### src/rtl/logic_xu_pkg.sv
package logic_xu_pkg;
  localparam int IW    = 16;
  localparam int NREG  = 16;
  localparam int RIDX  = $clog2(NREG);
  localparam int BYTEW = 8;

  typedef enum logic [2:0] {K_NONE, K_REG, K_NOT, K_IMM, K_BYTE, K_TAS} kind_e;
  typedef enum logic [1:0] {OP_TST = 2'b00, OP_AND = 2'b01, OP_XOR = 2'b10, OP_OR = 2'b11} lop_e;
  typedef enum logic [1:0] {S_IDLE, S_CAP, S_WR} seq_e;

  typedef struct packed {
    kind_e            kind;
    lop_e             op;
    logic [RIDX-1:0]  rn;
    logic [RIDX-1:0]  rm;
    logic [BYTEW-1:0] imm;
  } dec_t;
endpackage

### src/rtl/logic_xu_decode.sv
module logic_xu_decode
  import logic_xu_pkg::*;
(
  input  logic [IW-1:0] word,
  output dec_t          dec
);
  always_comb begin
    dec      = '0;
    dec.kind = K_NONE;
    dec.op   = lop_e'(word[1:0]);
    dec.rn   = word[11:8];
    dec.rm   = word[7:4];
    dec.imm  = word[7:0];
    if (word[15:12] == 4'b0010 && word[3:2] == 2'b10) begin
      dec.kind = K_REG;
    end else if (word[15:12] == 4'b0110 && word[3:0] == 4'b0111) begin
      dec.kind = K_NOT;
    end else if (word[15:11] == 5'b11001) begin
      dec.op   = lop_e'(word[9:8]);
      dec.rn   = '0;
      dec.kind = word[10] ? K_BYTE : K_IMM;
    end else if (word[15:12] == 4'b0100 && word[7:0] == 8'h1B) begin
      dec.kind = K_TAS;
    end
  end
endmodule

### src/rtl/logic_xu_regfile.sv
module logic_xu_regfile
  import logic_xu_pkg::*;
#(
  parameter int XLEN = 32
) (
  input  logic            clk,
  input  logic            we,
  input  logic [RIDX-1:0] waddr,
  input  logic [XLEN-1:0] wdata,
  input  logic [RIDX-1:0] ra_idx,
  output logic [XLEN-1:0] ra_data,
  input  logic [RIDX-1:0] rb_idx,
  output logic [XLEN-1:0] rb_data,
  input  logic [RIDX-1:0] rc_idx,
  output logic [XLEN-1:0] rc_data,
  input  logic            base_we,
  input  logic [XLEN-1:0] base_wdata,
  output logic [XLEN-1:0] base_q
);
  logic [XLEN-1:0] regs [NREG];

  always_ff @(posedge clk) begin
    if (we) regs[waddr] <= wdata;
  end

  always_ff @(posedge clk) begin
    if (base_we) base_q <= base_wdata;
  end

  assign ra_data = regs[ra_idx];
  assign rb_data = regs[rb_idx];
  assign rc_data = regs[rc_idx];
endmodule

### src/rtl/logic_xu_alu.sv
module logic_xu_alu
  import logic_xu_pkg::*;
#(
  parameter int XLEN = 32
) (
  input  lop_e            op,
  input  logic            invert,
  input  logic [XLEN-1:0] a,
  input  logic [XLEN-1:0] b,
  output logic [XLEN-1:0] res,
  output logic            zero
);
  always_comb begin
    if (invert) begin
      res = ~b;
    end else begin
      unique case (op)
        OP_OR:   res = a | b;
        OP_XOR:  res = a ^ b;
        default: res = a & b;
      endcase
    end
  end

  assign zero = ~|(a & b);
endmodule

### src/rtl/logic_xu.sv
module logic_xu
  import logic_xu_pkg::*;
#(
  parameter int XLEN = 32
) (
  input  logic              clk,
  input  logic              rst_n,
  input  logic              ins_valid,
  input  logic [IW-1:0]     ins_word,
  output logic              ins_ready,
  output logic              illegal,
  output logic              t_flag,
  input  logic              ld_we,
  input  logic [RIDX-1:0]   ld_idx,
  input  logic [XLEN-1:0]   ld_data,
  input  logic              gbr_ld,
  input  logic [XLEN-1:0]   gbr_data,
  input  logic [RIDX-1:0]   dbg_idx,
  output logic [XLEN-1:0]   dbg_data,
  output logic [XLEN-1:0]   mem_addr,
  output logic              mem_rd,
  input  logic [BYTEW-1:0]  mem_rdata,
  output logic              mem_wr,
  output logic [BYTEW-1:0]  mem_wdata
);
  localparam int PADW = XLEN - BYTEW;

  // reset: asserted at once, released through two flops
  logic [1:0] rsync_q;
  logic       rst_int_n;
  always_ff @(posedge clk or negedge rst_n) begin
    if (!rst_n) rsync_q <= 2'b00;
    else        rsync_q <= {rsync_q[0], 1'b1};
  end
  assign rst_int_n = rsync_q[1];

  dec_t dec;
  logic_xu_decode u_dec (.word(ins_word), .dec(dec));

  logic [XLEN-1:0] rn_val, rm_val, base_val, alu_a, alu_b, alu_res;
  logic            alu_zero, exec_we;
  logic            rf_we;
  logic [RIDX-1:0] rf_waddr;
  logic [XLEN-1:0] rf_wdata;

  assign rf_we    = exec_we | ld_we;
  assign rf_waddr = exec_we ? dec.rn  : ld_idx;
  assign rf_wdata = exec_we ? alu_res : ld_data;

  logic_xu_regfile #(.XLEN(XLEN)) u_rf (
    .clk(clk), .we(rf_we), .waddr(rf_waddr), .wdata(rf_wdata),
    .ra_idx(dec.rn), .ra_data(rn_val),
    .rb_idx(dec.rm), .rb_data(rm_val),
    .rc_idx(dbg_idx), .rc_data(dbg_data),
    .base_we(gbr_ld), .base_wdata(gbr_data), .base_q(base_val)
  );

  seq_e             st_q, st_d;
  logic             t_q, t_d;
  logic [BYTEW-1:0] rd_q;

  assign alu_a = (dec.kind == K_BYTE) ? {{PADW{1'b0}}, rd_q} : rn_val;
  assign alu_b = (dec.kind == K_IMM || dec.kind == K_BYTE) ? {{PADW{1'b0}}, dec.imm} : rm_val;

  logic_xu_alu #(.XLEN(XLEN)) u_alu (
    .op(dec.op), .invert(dec.kind == K_NOT), .a(alu_a), .b(alu_b),
    .res(alu_res), .zero(alu_zero)
  );

  assign mem_addr = (dec.kind == K_TAS) ? rn_val : rn_val + base_val;
  assign t_flag   = t_q;

  // next-state and output decode
  always_comb begin
    st_d      = st_q;
    t_d       = t_q;
    ins_ready = 1'b0;
    illegal   = 1'b0;
    exec_we   = 1'b0;
    mem_rd    = 1'b0;
    mem_wr    = 1'b0;
    mem_wdata = alu_res[BYTEW-1:0];
    unique case (st_q)
      S_IDLE: begin
        ins_ready = 1'b1;
        if (ins_valid) begin
          unique case (dec.kind)
            K_REG, K_NOT, K_IMM: begin
              if (dec.kind != K_NOT && dec.op == OP_TST) t_d = alu_zero;
              else                                       exec_we = 1'b1;
            end
            K_BYTE, K_TAS: begin
              ins_ready = 1'b0;
              mem_rd    = 1'b1;
              st_d      = S_CAP;
            end
            default: illegal = 1'b1;
          endcase
        end
      end
      S_CAP: st_d = S_WR;
      default: begin
        ins_ready = 1'b1;
        if (ins_valid) begin
          st_d = S_IDLE;
          if (dec.kind == K_TAS) begin
            mem_wr    = 1'b1;
            mem_wdata = rd_q | 8'h80;
            t_d       = (rd_q == '0);
          end else if (dec.op == OP_TST) begin
            t_d = alu_zero;
          end else begin
            mem_wr = 1'b1;
          end
        end
      end
    endcase
  end

  always_ff @(posedge clk or negedge rst_int_n) begin
    if (!rst_int_n) begin
      st_q <= S_IDLE;
      t_q  <= 1'b0;
    end else begin
      st_q <= st_d;
      t_q  <= t_d;
    end
  end

  always_ff @(posedge clk) begin
    if (st_q == S_CAP) rd_q <= mem_rdata;
  end

  p_strobe_excl_r6: assert property (@(posedge clk) disable iff (!rst_int_n)
    !(mem_rd && mem_wr));
  p_read_stalls_r6: assert property (@(posedge clk) disable iff (!rst_int_n)
    mem_rd |=> (!ins_ready && !mem_rd && !mem_wr));
  p_write_after_read_r6: assert property (@(posedge clk) disable iff (!rst_int_n)
    mem_wr |-> $past(mem_rd, 2));
  p_byte_tst_no_write_r7: assert property (@(posedge clk) disable iff (!rst_int_n)
    mem_wr |-> (ins_word[15:8] != 8'hCC));
  p_t_kept_r9: assert property (@(posedge clk) disable iff (!rst_int_n)
    (ins_valid && ins_ready && dec.kind != K_TAS && !(dec.kind != K_NOT && dec.op == OP_TST))
      |=> $stable(t_flag));
  p_illegal_single_r10: assert property (@(posedge clk) disable iff (!rst_int_n)
    illegal |-> (ins_ready && !mem_rd && !mem_wr));
endmodule

### config.mk
export PLATFORM = sky130hd
export DESIGN_NAME = logic_xu
export DESIGN_NICKNAME = d
export VERILOG_FILES = /design/src/rtl/logic_xu_pkg.sv /design/src/rtl/logic_xu_decode.sv /design/src/rtl/logic_xu_regfile.sv /design/src/rtl/logic_xu_alu.sv /design/src/rtl/logic_xu.sv
export SDC_FILE = /design/constraint.sdc
export NUM_CORES = 1
export LEC_CHECK = 0
export BUFFER_PORTS_ARGS = -buffer_cell sky130_fd_sc_hd__buf_2
export CAP_MARGIN = 5
export CORE_UTILIZATION = 25
export DETAILED_ROUTE_END_ITERATION = 10
export PLACE_DENSITY = 0.49
export SYNTH_ARGS = -nofsm -noshare
export SYNTH_HDL_FRONTEND = slang
export SYNTH_HIERARCHICAL = 1
export SYNTH_SLANG_ARGS = --single-unit
### constraint.sdc
create_clock -name clk -period 22.7 [get_ports clk]
set_input_delay 5.675 -clock clk [delete_from_list [all_inputs] [get_ports clk]]
set_output_delay 5.675 -clock clk [all_outputs]
set_load 0.01 [all_outputs]
* Word-level counts from Yosys, hierarchy flattened
Memory sizes are Yosys's and may differ from the RTL's. Index checks and enable logic that the tools add are counted. W data, S select, Z words.
Word-level totals: bits in registers 45, bits in writable memories 512, input port bits 101, output and inout port bits 77, logic and storage cells 99, memories kept 1
Operators by class: add/sub/neg operators 1, equal/unequal tests 20, mux-type cells 48, bitwise gates (word level) 6, reductions and logical operators 18
Memory list:
- u_rf.regs | depth 16, width 32, rd ports 3, clocked after memory_dff 0, write ports 1, RTL line logic_xu_regfile.sv:20 | logic [XLEN-1:0] regs [NREG];
Operators by type and width (count):
- $mux W32 | 5
- $pmux W32 S2 | 1
- $add A32 B32 Y32 | 1
- $and A32 B32 Y32 | 1
- $not A32 Y32 | 1
- $or A32 B32 Y32 | 1
- $reduce_or A32 Y1 | 1
- $xor A32 B32 Y32 | 1
- $mux W1 | 24
- $mux W8 | 3
- $mux W6 | 3
- $mux W3 | 5
- $eq A4 B3 Y1 const B | 3
- $eq A8 B5 Y1 const B | 1
- $logic_not A8 Y1 | 1
- $eq A2 B2 Y1 const B | 3
- $eq A3 B2 Y1 const B | 2
- $eq A3 B3 Y1 const B | 2
- $mux W2 | 3
- $eq A5 B5 Y1 const B | 1
- $reduce_and A5 Y1 | 1
- $reduce_or A5 Y1 | 1
- $eq A4 B2 Y1 const B | 1
- $logic_and A1 B1 Y1 | 4
- other kinds (18) | 23

* Logic depth before layout (Yosys ltp)
Gate-level depths: netlist of run 1.
depth in word-level cells 16, mapped depth 18, depth with buffers taken out 16

* By module
Netlist of run 1, hierarchy kept.
Modules (own cells, without submodules):
- logic_xu_regfile | instances 1, cells each 1380, area an instance 27575.2 sq um
- logic_xu | instances 1, cells each 502, area an instance 3803.6 sq um
- logic_xu_alu | instances 1, cells each 311, area an instance 2219.6 sq um
- logic_xu_decode | instances 1, cells each 33, area an instance 257.7 sq um

* Worst setup path after synthesis of run 1
Ideal clock, no wire load.
kind input -> output, start point input port ins_word[12], end point output port mem_addr[28], data arrival time 9.487 ns, slack 7.538 ns, stages 18, buffers on the path 2, path through nor2_2 nand4_4 and2_1 buf_2 buf_2 mux4_2 a22oi_1 nand2_1 ha_1 fa_1 a21oi_2 o211ai_2 a211oi_4 nor3_2 a211o_1 o31a_1 xnor2_1 a21oi_1
RTL lines:
- from (decl) | RTL line logic_xu.sv:9 | input logic [IW-1:0] ins_word,
- to (decl) | RTL line logic_xu.sv:20 | output logic [XLEN-1:0] mem_addr,

==> implementation parameters, run 1 <==
Parameter                              Value

Status
  Run status    complete, no violations

Place
  Post-detailed-placement cell area    about 0.037 mm²
  Final HPWL DP    75.0 mm
  Port buffer count    177
  Final estimated routing congestion in global placement    approximately 0.87

Run
  Maximum capacitance violations    0

Synth
  Share of the synthesized area in the top cell type    0.490
  Top cells by instance count after synthesis    edfxtp_1 (552), mux4_2 (384), a22oi_1 (195)
  Dominant register cell in the synthesized netlist    edfxtp_1
  Instance count of the mapped netlist    2226
  Sequential element share of the synthesized area    0.493
  Top area cells in the synthesized netlist    edfxtp_1 (49%), mux4_2 (26%), a22oi_1 (4.3%)
  Net count after synthesis    around 2400
  Dominant cell type by area after synthesis    edfxtp_1
  Count of distinct cell types in the synthesized netlist    between 70 and 80
  Total of flip-flops plus latches after synthesis    roughly 560
  Avg Synthesized Cell Area    about 15 µm²
  Top-count cell post-synth    edfxtp_1
  Count of warnings emitted by yosys    6
  Post-Syn Area    between 0.03 and 0.04 mm²
  Fraction of registers with async set/reset    0.00898
  EDFF count, synth    ~550

Setup path
  Series of cell instances along the critical path    buf_2 -> nor2_2 -> nand4_4 -> and2_4 -> buf_4 -> buf_4 -> mux4_2 -> a22oi_1 -> nand2_1 -> ha_1 -> a21oi_2 -> nand2_1 -> a211oi_4 -> nor3_2 -> a211o_1 -> o31a_1 -> xnor2_1 -> a21oi_1 -> buf_2
  Crit. Startpoint    ins_word[12]
  Worst setup path class    primary input to output port
  Largest delay contributor family on the critical path    buffers and inverters
  Top fanout value on the critical path    44
  Type of element capturing the critical path    output port
  CP required    roughly 17 ns
  Worst path arrival time    ~11 ns
  Critical-path top delay cell    buf_4
  Count of buffering cells on the critical path with inverters included    4
  Delay of the slowest cell on the worst path    0.87 ns
  CP startpoint kind    primary input
  Crit Reg-Reg Startpoint    st_q[1]

Global route
  Number of antenna violations at the first check in global routing    10
  Wire length of the first global-routing pass    around 180 mm
  GRT Overall Usage    0.180
  Pin count of the biggest net entering global routing    110
  Number of global-route vias before repair    between 20000 and 25000
  Total overflow reported by the global router    0

Floorplanning
  Initial core utilization    0.253
  Horiz. Die Dim    approximately 370 µm
  Full die area    0.137 mm²
  Standard-cell rows    roughly 130
  Die Ht    around 370 µm
  Top-Level Pins    around 180
  Core region area    approximately 0.13 mm²

Clocking
  CTS tree    yes
  Quantity of gates resized following cts    0
  # Post-CTS Setup Buffers    0
  CTS H-tree lvls    2
  Number of buffers on the longest clock path    3
  Clock buffer count from CTS    roughly 60
  Clock-pin slew of the registers on the worst-case setup and hold paths    approximately 0.070 ns
  Number of buffers added to fix hold violations after cts    0
  Sinks on the clock net    ~560
  Insertion delay of the later-clocked pin in the worst-skew pair    ~0.66 ns
  Root buffer selected by CTS    clkbuf_16

Routing
  Routed wire length    126 mm
  Number of nets with antenna violations after detailed routing    0
  DRC violations left    0
  Mean number of vias per cell    around 5.6
  WL per Instance    just over 30 µm
  Number of optimization iterations in the first detailed-route pass    6
  First DRT Iteration DRCs    roughly 3100
  Via count    23300

Pwr
  Combinational fraction of design power    0.207
  PnR Total Power    between 2 and 3 mW
  Register share of total power    0.433
  Leakage    about 13 nW
  Power density over the cells    between 60 and 70 mW/mm²
  Switching share of power    0.290
  Internal cell power    around 1.9 mW
  Peak supply drop    about 0.057 mV
  Sw Pwr    just under 0.8 mW
  Proportion of power drawn by the clock network    0.359

Timing
  Accumulated negative setup slack    0 ns
  Worst clock skew on the final layout    approximately 0.016 ns
  Final count of negative-setup-slack endpoints    0
  Endpoints failing hold    0
  F_max    ~59 MHz
  Final max-slew violation count    0
  Headroom to the max-slew limit    0.136
  Setup repair after global routing missed its margin    false
  Shortest clock period the worst path allows after layout    17.01 ns
  Slew @ Worst Pin    1.29 ns
  Fraction of the cycle the final worst path needs    0.749

Finish
  Finished Core Util    0.288
  Area Overhead vs Synth    13.8%
  Final design instance area without fill    ~0.039 mm²
  Number of nets in the finished design    approximately 2500
  N_diodes    0
  Fraction of final layout cells sized beyond drive strength 1    0.355

Hold path
  Class of the most critical hold timing path    flop to asynchronous set/reset pin
cell type report:
class	count	area, µm²
well taps	1768	2210
multi-input cells	1404	16100
repair buffers	233	1340
clock inverters	39	350
fillers	13300	95400
inverters	75	282
clock buffers	69	1510
flip-flops and latches	557	16700
layer usage:
| layer | share of wire | routed length [µm] | global-route usage |
|---|---|---|---|
| met5 | 0 | 0 | 0 |
| met4 | 0.026 | 3280 | 0.0493 |
| met3 | 0.11 | 14200 | 0.0461 |
| met2 | 0.44 | 54800 | 0.268 |
| met1 | 0.43 | 53700 | 0.257 |
worst register-to-register path, stage by stage, from the launching register on:
cell	delay, ns
dfrtp_1	0.45
nor2_1	0.21
nand2_1	0.23
nor4b_2	0.76
buf_4	0.72
mux2_2	0.50
nand3b_1	0.38
nor2_4	0.81
buf_4	0.60
logic make-up after synthesis:
kind of cell,share of synthesized area
AOI/OAI and AO/OA,0.0932
xor gates and xnor gates,0.00595
adders and majority gates,0.0357
buffers and inverters,0.0371
DFF,0.493
muxes,0.276
other,0.000111
and+or+nand+nor,0.0583
power by group through the flow:
stage	registers [mW]	clock network [mW]	logic, mW
6_report	1.17	0.968	0.559
5_1_grt	1.17	1.03	0.597
4_1_cts	1.17	0.990	0.556
3_5_place_dp	1.19	0	0.554
3_3_place_gp	1.19	0	0.546
2_1_floorplan	1.18	0	0.357
registers in the layout (all words and copies together), names as in the netlist:
| signal | count |
|---|---|
| u_rf/regs | 512 |
| u_rf/base_q | 32 |
| rd_q | 8 |
| rsync_q | 2 |
| st_q | 2 |
| t_flag | 1 |
layout by cell type (no fill, tap or decap), types with 7 or more instances in the layout:
| cell type | netlist | routed |
|---|---|---|
| nor2_1 | 94 | 77 |
| buf_2 | 39 | 173 |
| nor2_4 | 0 | 17 |
| nor3_1 | 13 | 9 |
| a22oi_2 | 19 | 19 |
| clkbuf_16 | 0 | 59 |
| edfxtp_1 | 552 | 552 |
| nand3_1 | 7 | 7 |
| nor2b_1 | 36 | 30 |
| inv_1 | 75 | 75 |
| mux2_2 | 63 | 63 |
| xor2_1 | 11 | 11 |
| o21bai_1 | 7 | 7 |
| and2_1 | 44 | 39 |
| ha_1 | 95 | 95 |
| nand4_1 | 8 | 8 |
| a22o_1 | 11 | 11 |
| o21a_1 | 9 | 9 |
| mux4_2 | 384 | 384 |
| clkbuf_1 | 77 | 10 |
| clkinv_1 | 0 | 20 |
| o31ai_1 | 8 | 8 |
| buf_4 | 42 | 57 |
| nand2b_1 | 8 | 8 |
| a21o_1 | 17 | 17 |
| o21ai_1 | 10 | 10 |
| a21oi_2 | 7 | 7 |
| nor2b_4 | 1 | 7 |
| nand2_1 | 170 | 169 |
| o211ai_1 | 18 | 18 |
| o21ai_0 | 20 | 20 |
| nor4_1 | 10 | 10 |
| clkinv_2 | 0 | 7 |
| xnor2_1 | 12 | 12 |
| a22oi_1 | 195 | 195 |
| a21oi_1 | 67 | 67 |
path summary, 6_finish.rpt:
kind	endpoint	slack [ns]	depth (start not counted)
min in group clk	rsync_q[1]	0.35	0
min	t_flag	0.26	0
max	mem_addr[28]	5.69	19
max in group asynchronous	rsync_q[1]	17.80	1
max reg2reg	u_rf/regs[6][7]	17.65	8
min reg2reg	t_flag	0.26	0
stage by stage:
stage / hold WS, ns / cells / worst slack [ns]
finish: 0.257 / 4145 / 5.69
global route: 0.249 / 4145 / 5.35
CTS: 0.250 / 4145 / 5.62
detailed placement: 0.229 / 4037 / 5.64
global placement: 0.230 / 4037 / 5.70
floorplan: 0.0265 / 2226 / 7.54
No activity file was read; power rests on OpenSTA's default activity.
==> inputs of run 2 (changes only) <==
--- a/config.mk
+++ b/config.mk
@@ -9,7 +9,7 @@
 export CAP_MARGIN = 5
 export CORE_UTILIZATION = 25
 export DETAILED_ROUTE_END_ITERATION = 10
-export PLACE_DENSITY = 0.49
+export PLACE_DENSITY = 0.51
 export SYNTH_ARGS = -nofsm -noshare
 export SYNTH_HDL_FRONTEND = slang
 export SYNTH_HIERARCHICAL = 1
==> constraint.sdc (replaced) <==
create_clock -name clk -period 15.3 [get_ports clk]
set_input_delay 3.825 -clock clk [delete_from_list [all_inputs] [get_ports clk]]
set_output_delay 3.825 -clock clk [all_outputs]
set_load 0.01 [all_outputs]
==> run 2 against run 1 <==
Largest cell class unchanged. Final area rose by 0.60%. Sequential share of layout area fell by 0.26 points. Combinational power rose by 45%. Total power rose by 52%. Worst hold slack got worse by 0.21 ns. Critical path type unchanged. Critical endpoint is now mem_addr[17]. Count of clock-buffer cells in the layout fell by 1.
==> implementation parameters, run 2 (same netlist as run 1, synthesis figures left out) <==
Parameter                              Value

Routing
  Routed wire length    118 mm (-5.9%)
  Number of optimization iterations in the first detailed-route pass    6 (unchanged)
  Via count    22400 (-3.9%)
  WL per Instance    28.5 µm (-6.0%)
  Number of nets with antenna violations after detailed routing    0 (unchanged)
  DRC violations left    0 (unchanged)
  First DRT Iteration DRCs    2419 (-22%)
  Mean number of vias per cell    5.40 (-4.0%)

Pwr
  Sw Pwr    1.15 mW (+48%)
  PnR Total Power    4.10 mW (+52%)
  Power density over the cells    106 mW/mm² (+51%)
  Switching share of power    0.281 (-0.00874)
  Combinational fraction of design power    0.198 (-0.009)
  Proportion of power drawn by the clock network    0.380 (+0.021)
  Register share of total power    0.422 (-0.011)
  Internal cell power    2.95 mW (+54%)
  Leakage    13.0 nW (+0.87%)
  Peak supply drop    0.0901 mV (+57%)

Timing
  F_max    between 70 and 80 MHz
  Final count of negative-setup-slack endpoints    0 (unchanged)
  Min Hold Slack    0.0452 ns (-0.212 ns)
  Shortest clock period the worst path allows after layout    between 10 and 15 ns
  Final worst setup slack    2.59 ns (-3.10 ns)
  Slew @ Worst Pin    1.23 ns (-0.0605 ns)
  Worst clock skew on the final layout    0.0257 ns (+0.00941 ns)
  Accumulated negative setup slack    0 ns (unchanged)
  Setup repair after global routing missed its margin    false
  Headroom to the max-slew limit    0.176 (+0.0406)
  Fraction of the cycle the final worst path needs    0.831
  Endpoints failing hold    0 (unchanged)
  Final max-slew violation count    0 (unchanged)

Finish
  Final design instance area without fill    0.0387 mm² (+0.60%)
  N_diodes    0 (unchanged)
  Commonest non-fill, non-tap cells in the layout    edfxtp_1 (552), mux4_2 (384), a22oi_1 (195)
  Fraction of final layout cells sized beyond drive strength 1    0.361 (+0.00555)
  Largest registers in the final layout    u_rf/regs: 512 flops, u_rf/base_q: 32 flops, rd_q: 8 flops
  Total of fill cells in the finished design    13300 (+0.63%)
  Register with the most flip-flops    u_rf/regs
  Finished Core Util    0.289 (+0.00172)
  Commonest non-fill, non-tap cell in the layout    edfxtp_1
  Number of nets in the finished design    2526 (-0.040%)
  Area Overhead vs Synth    14.4%
  Flip-flop count of the largest register after layout    512 (unchanged)
  Filler-free cell count of the finished design    4150 (+0.12%)

Place
  Worst-case setup slack after placement    2.52 ns (-3.11 ns)
  Final HPWL DP    75.5 mm (+0.60%)
  Final estimated routing congestion in global placement    0.825 (-4.7%)
  Port buffer count    177 (unchanged)
  Post-detailed-placement cell area    0.0367 mm² (about the same)
  Placed cells    4034 (-0.074%)

Floorplanning
  Standard-cell rows    134 (unchanged)
  Core region area    0.134 mm² (unchanged)
  Full die area    0.137 mm² (unchanged)
  Horiz. Die Dim    370 µm (unchanged)
  Initial core utilization    0.253 (unchanged)
  Die Ht    370 µm (unchanged)
  Top-Level Pins    178 (unchanged)

Setup path
  Worst setup path class    primary input to output port
  Slack of the worst reg-to-reg path    10.69 ns (-6.96 ns)
  CP startpoint kind    primary input
  CP required    11.48 ns (-5.54 ns)
  Type of element capturing the critical path    output port
  Crit Reg-Reg Startpoint    st_q[1]
  Top fanout value on the critical path    31 (-30%)
  Crit. Startpoint    ins_word[12]
  Cell depth of the worst flop-to-flop path    8 (unchanged)
  Reg-to-reg critical path endpoint    u_rf/regs[0][31]
  Worst path arrival time    8.88 ns (-2.45 ns)
  Timing endpoint of the critical path    mem_addr[17]

Global route
  GRT Max-Usage Layer    met2
  Number of antenna violations at the first check in global routing    12 (+2)
  Global routing met1 resource utilization    0.227 (-0.0301)
  Pin count of the biggest net entering global routing    86 (-22%)
  Number of global-route vias before repair    22500 (-4.7%)
  GR met2 Demand/Resource    0.277 (+0.00917)
  Met3 Usage GRT    0.0364 (-0.00971)
  Total overflow reported by the global router    0 (unchanged)
  GRT Overall Usage    0.169 (-0.0105)
  Wire length of the first global-routing pass    166 mm (-5.4%)

Clocking
  Root buffer selected by CTS    clkbuf_16
  # Post-CTS Setup Buffers    0 (unchanged)
  Clock-pin slew of the registers on the worst-case setup and hold paths    0.07 ns (about the same)
  Clock buffer count from CTS    61 (+3.4%)
  CTS H-tree lvls    2 (unchanged)
  Number of buffers on the longest clock path    3 (unchanged)
  CTS tree    yes
  Number of buffers added to fix hold violations after cts    0 (unchanged)
  Sinks on the clock net    557 (unchanged)
  Quantity of gates resized following cts    0 (unchanged)
  Insertion delay of the later-clocked pin in the worst-skew pair    0.67 ns (about the same)

Hold path
  Class of the most critical hold timing path    flop to asynchronous set/reset pin

Status
  Run status    complete, no violations

Run
  Maximum capacitance violations    0 (unchanged)
## run 2: cell types whose count changed in the layout (fill, tap and decap cells not counted), sizes merged
cell and delta:
bufinv +5, clkbuf -3, clkinv +3, buf -1
clkinvlp +1
## run 2: worst max-delay path, stage by stage
cell	delay (ns)
buf_2	0.10
nor2_2	0.06
nand4_4	0.15
and2_4	0.66
buf_4	0.46
mux4_2	0.55
a22oi_1	0.23
nand2_1	0.24
ha_1	0.44
a21o_1	0.15
a21oi_2	0.07
a21oi_2	0.33
a2111oi_0	0.17
nor3_1	0.68
xnor2_1	0.13
a21oi_1	0.35
buf_2	0.21
## run 2: power by group through the flow
stage	clock network (mW)	registers, mW	logic, mW
CTS	1.59	1.73	0.815
finish	1.56	1.73	0.811
detailed placement	0	1.76	0.812
global route	1.64	1.73	0.873
floorplan	0	1.76	0.529
global placement	0	1.76	0.811
## run 2: metal layers
| metal | routed length (µm) | up-vias |
|---|---|---|
| met3 | 10100 | 184 |
| met5 | 39 | - |
| met1 | 49100 | 11800 |
| li1 | - | 9364 |
| met2 | 56400 | 1050 |
| met4 | 2720 | 6 |
## run 2: cell type report
type | count | area [µm²] | area share
flip-flops and latches | 557 | 16700 | 0.431
clock inverters | 48 | 543 | 0.0140
multi-input cells | 1404 | 16100 | 0.416
repair buffers | 230 | 1340 | 0.0346
inverters | 75 | 282 | 0.00727
clock buffers | 68 | 1550 | 0.0401
well taps | 1768 | 2210 | 0.0571
## run 2: worst min path at each step
stage / to
after global placement: t_flag
after detailed placement: st_q[0]
final: st_q[0]
after floorplan: st_q[0]
after global routing: st_q[1]
after CTS: st_q[0]
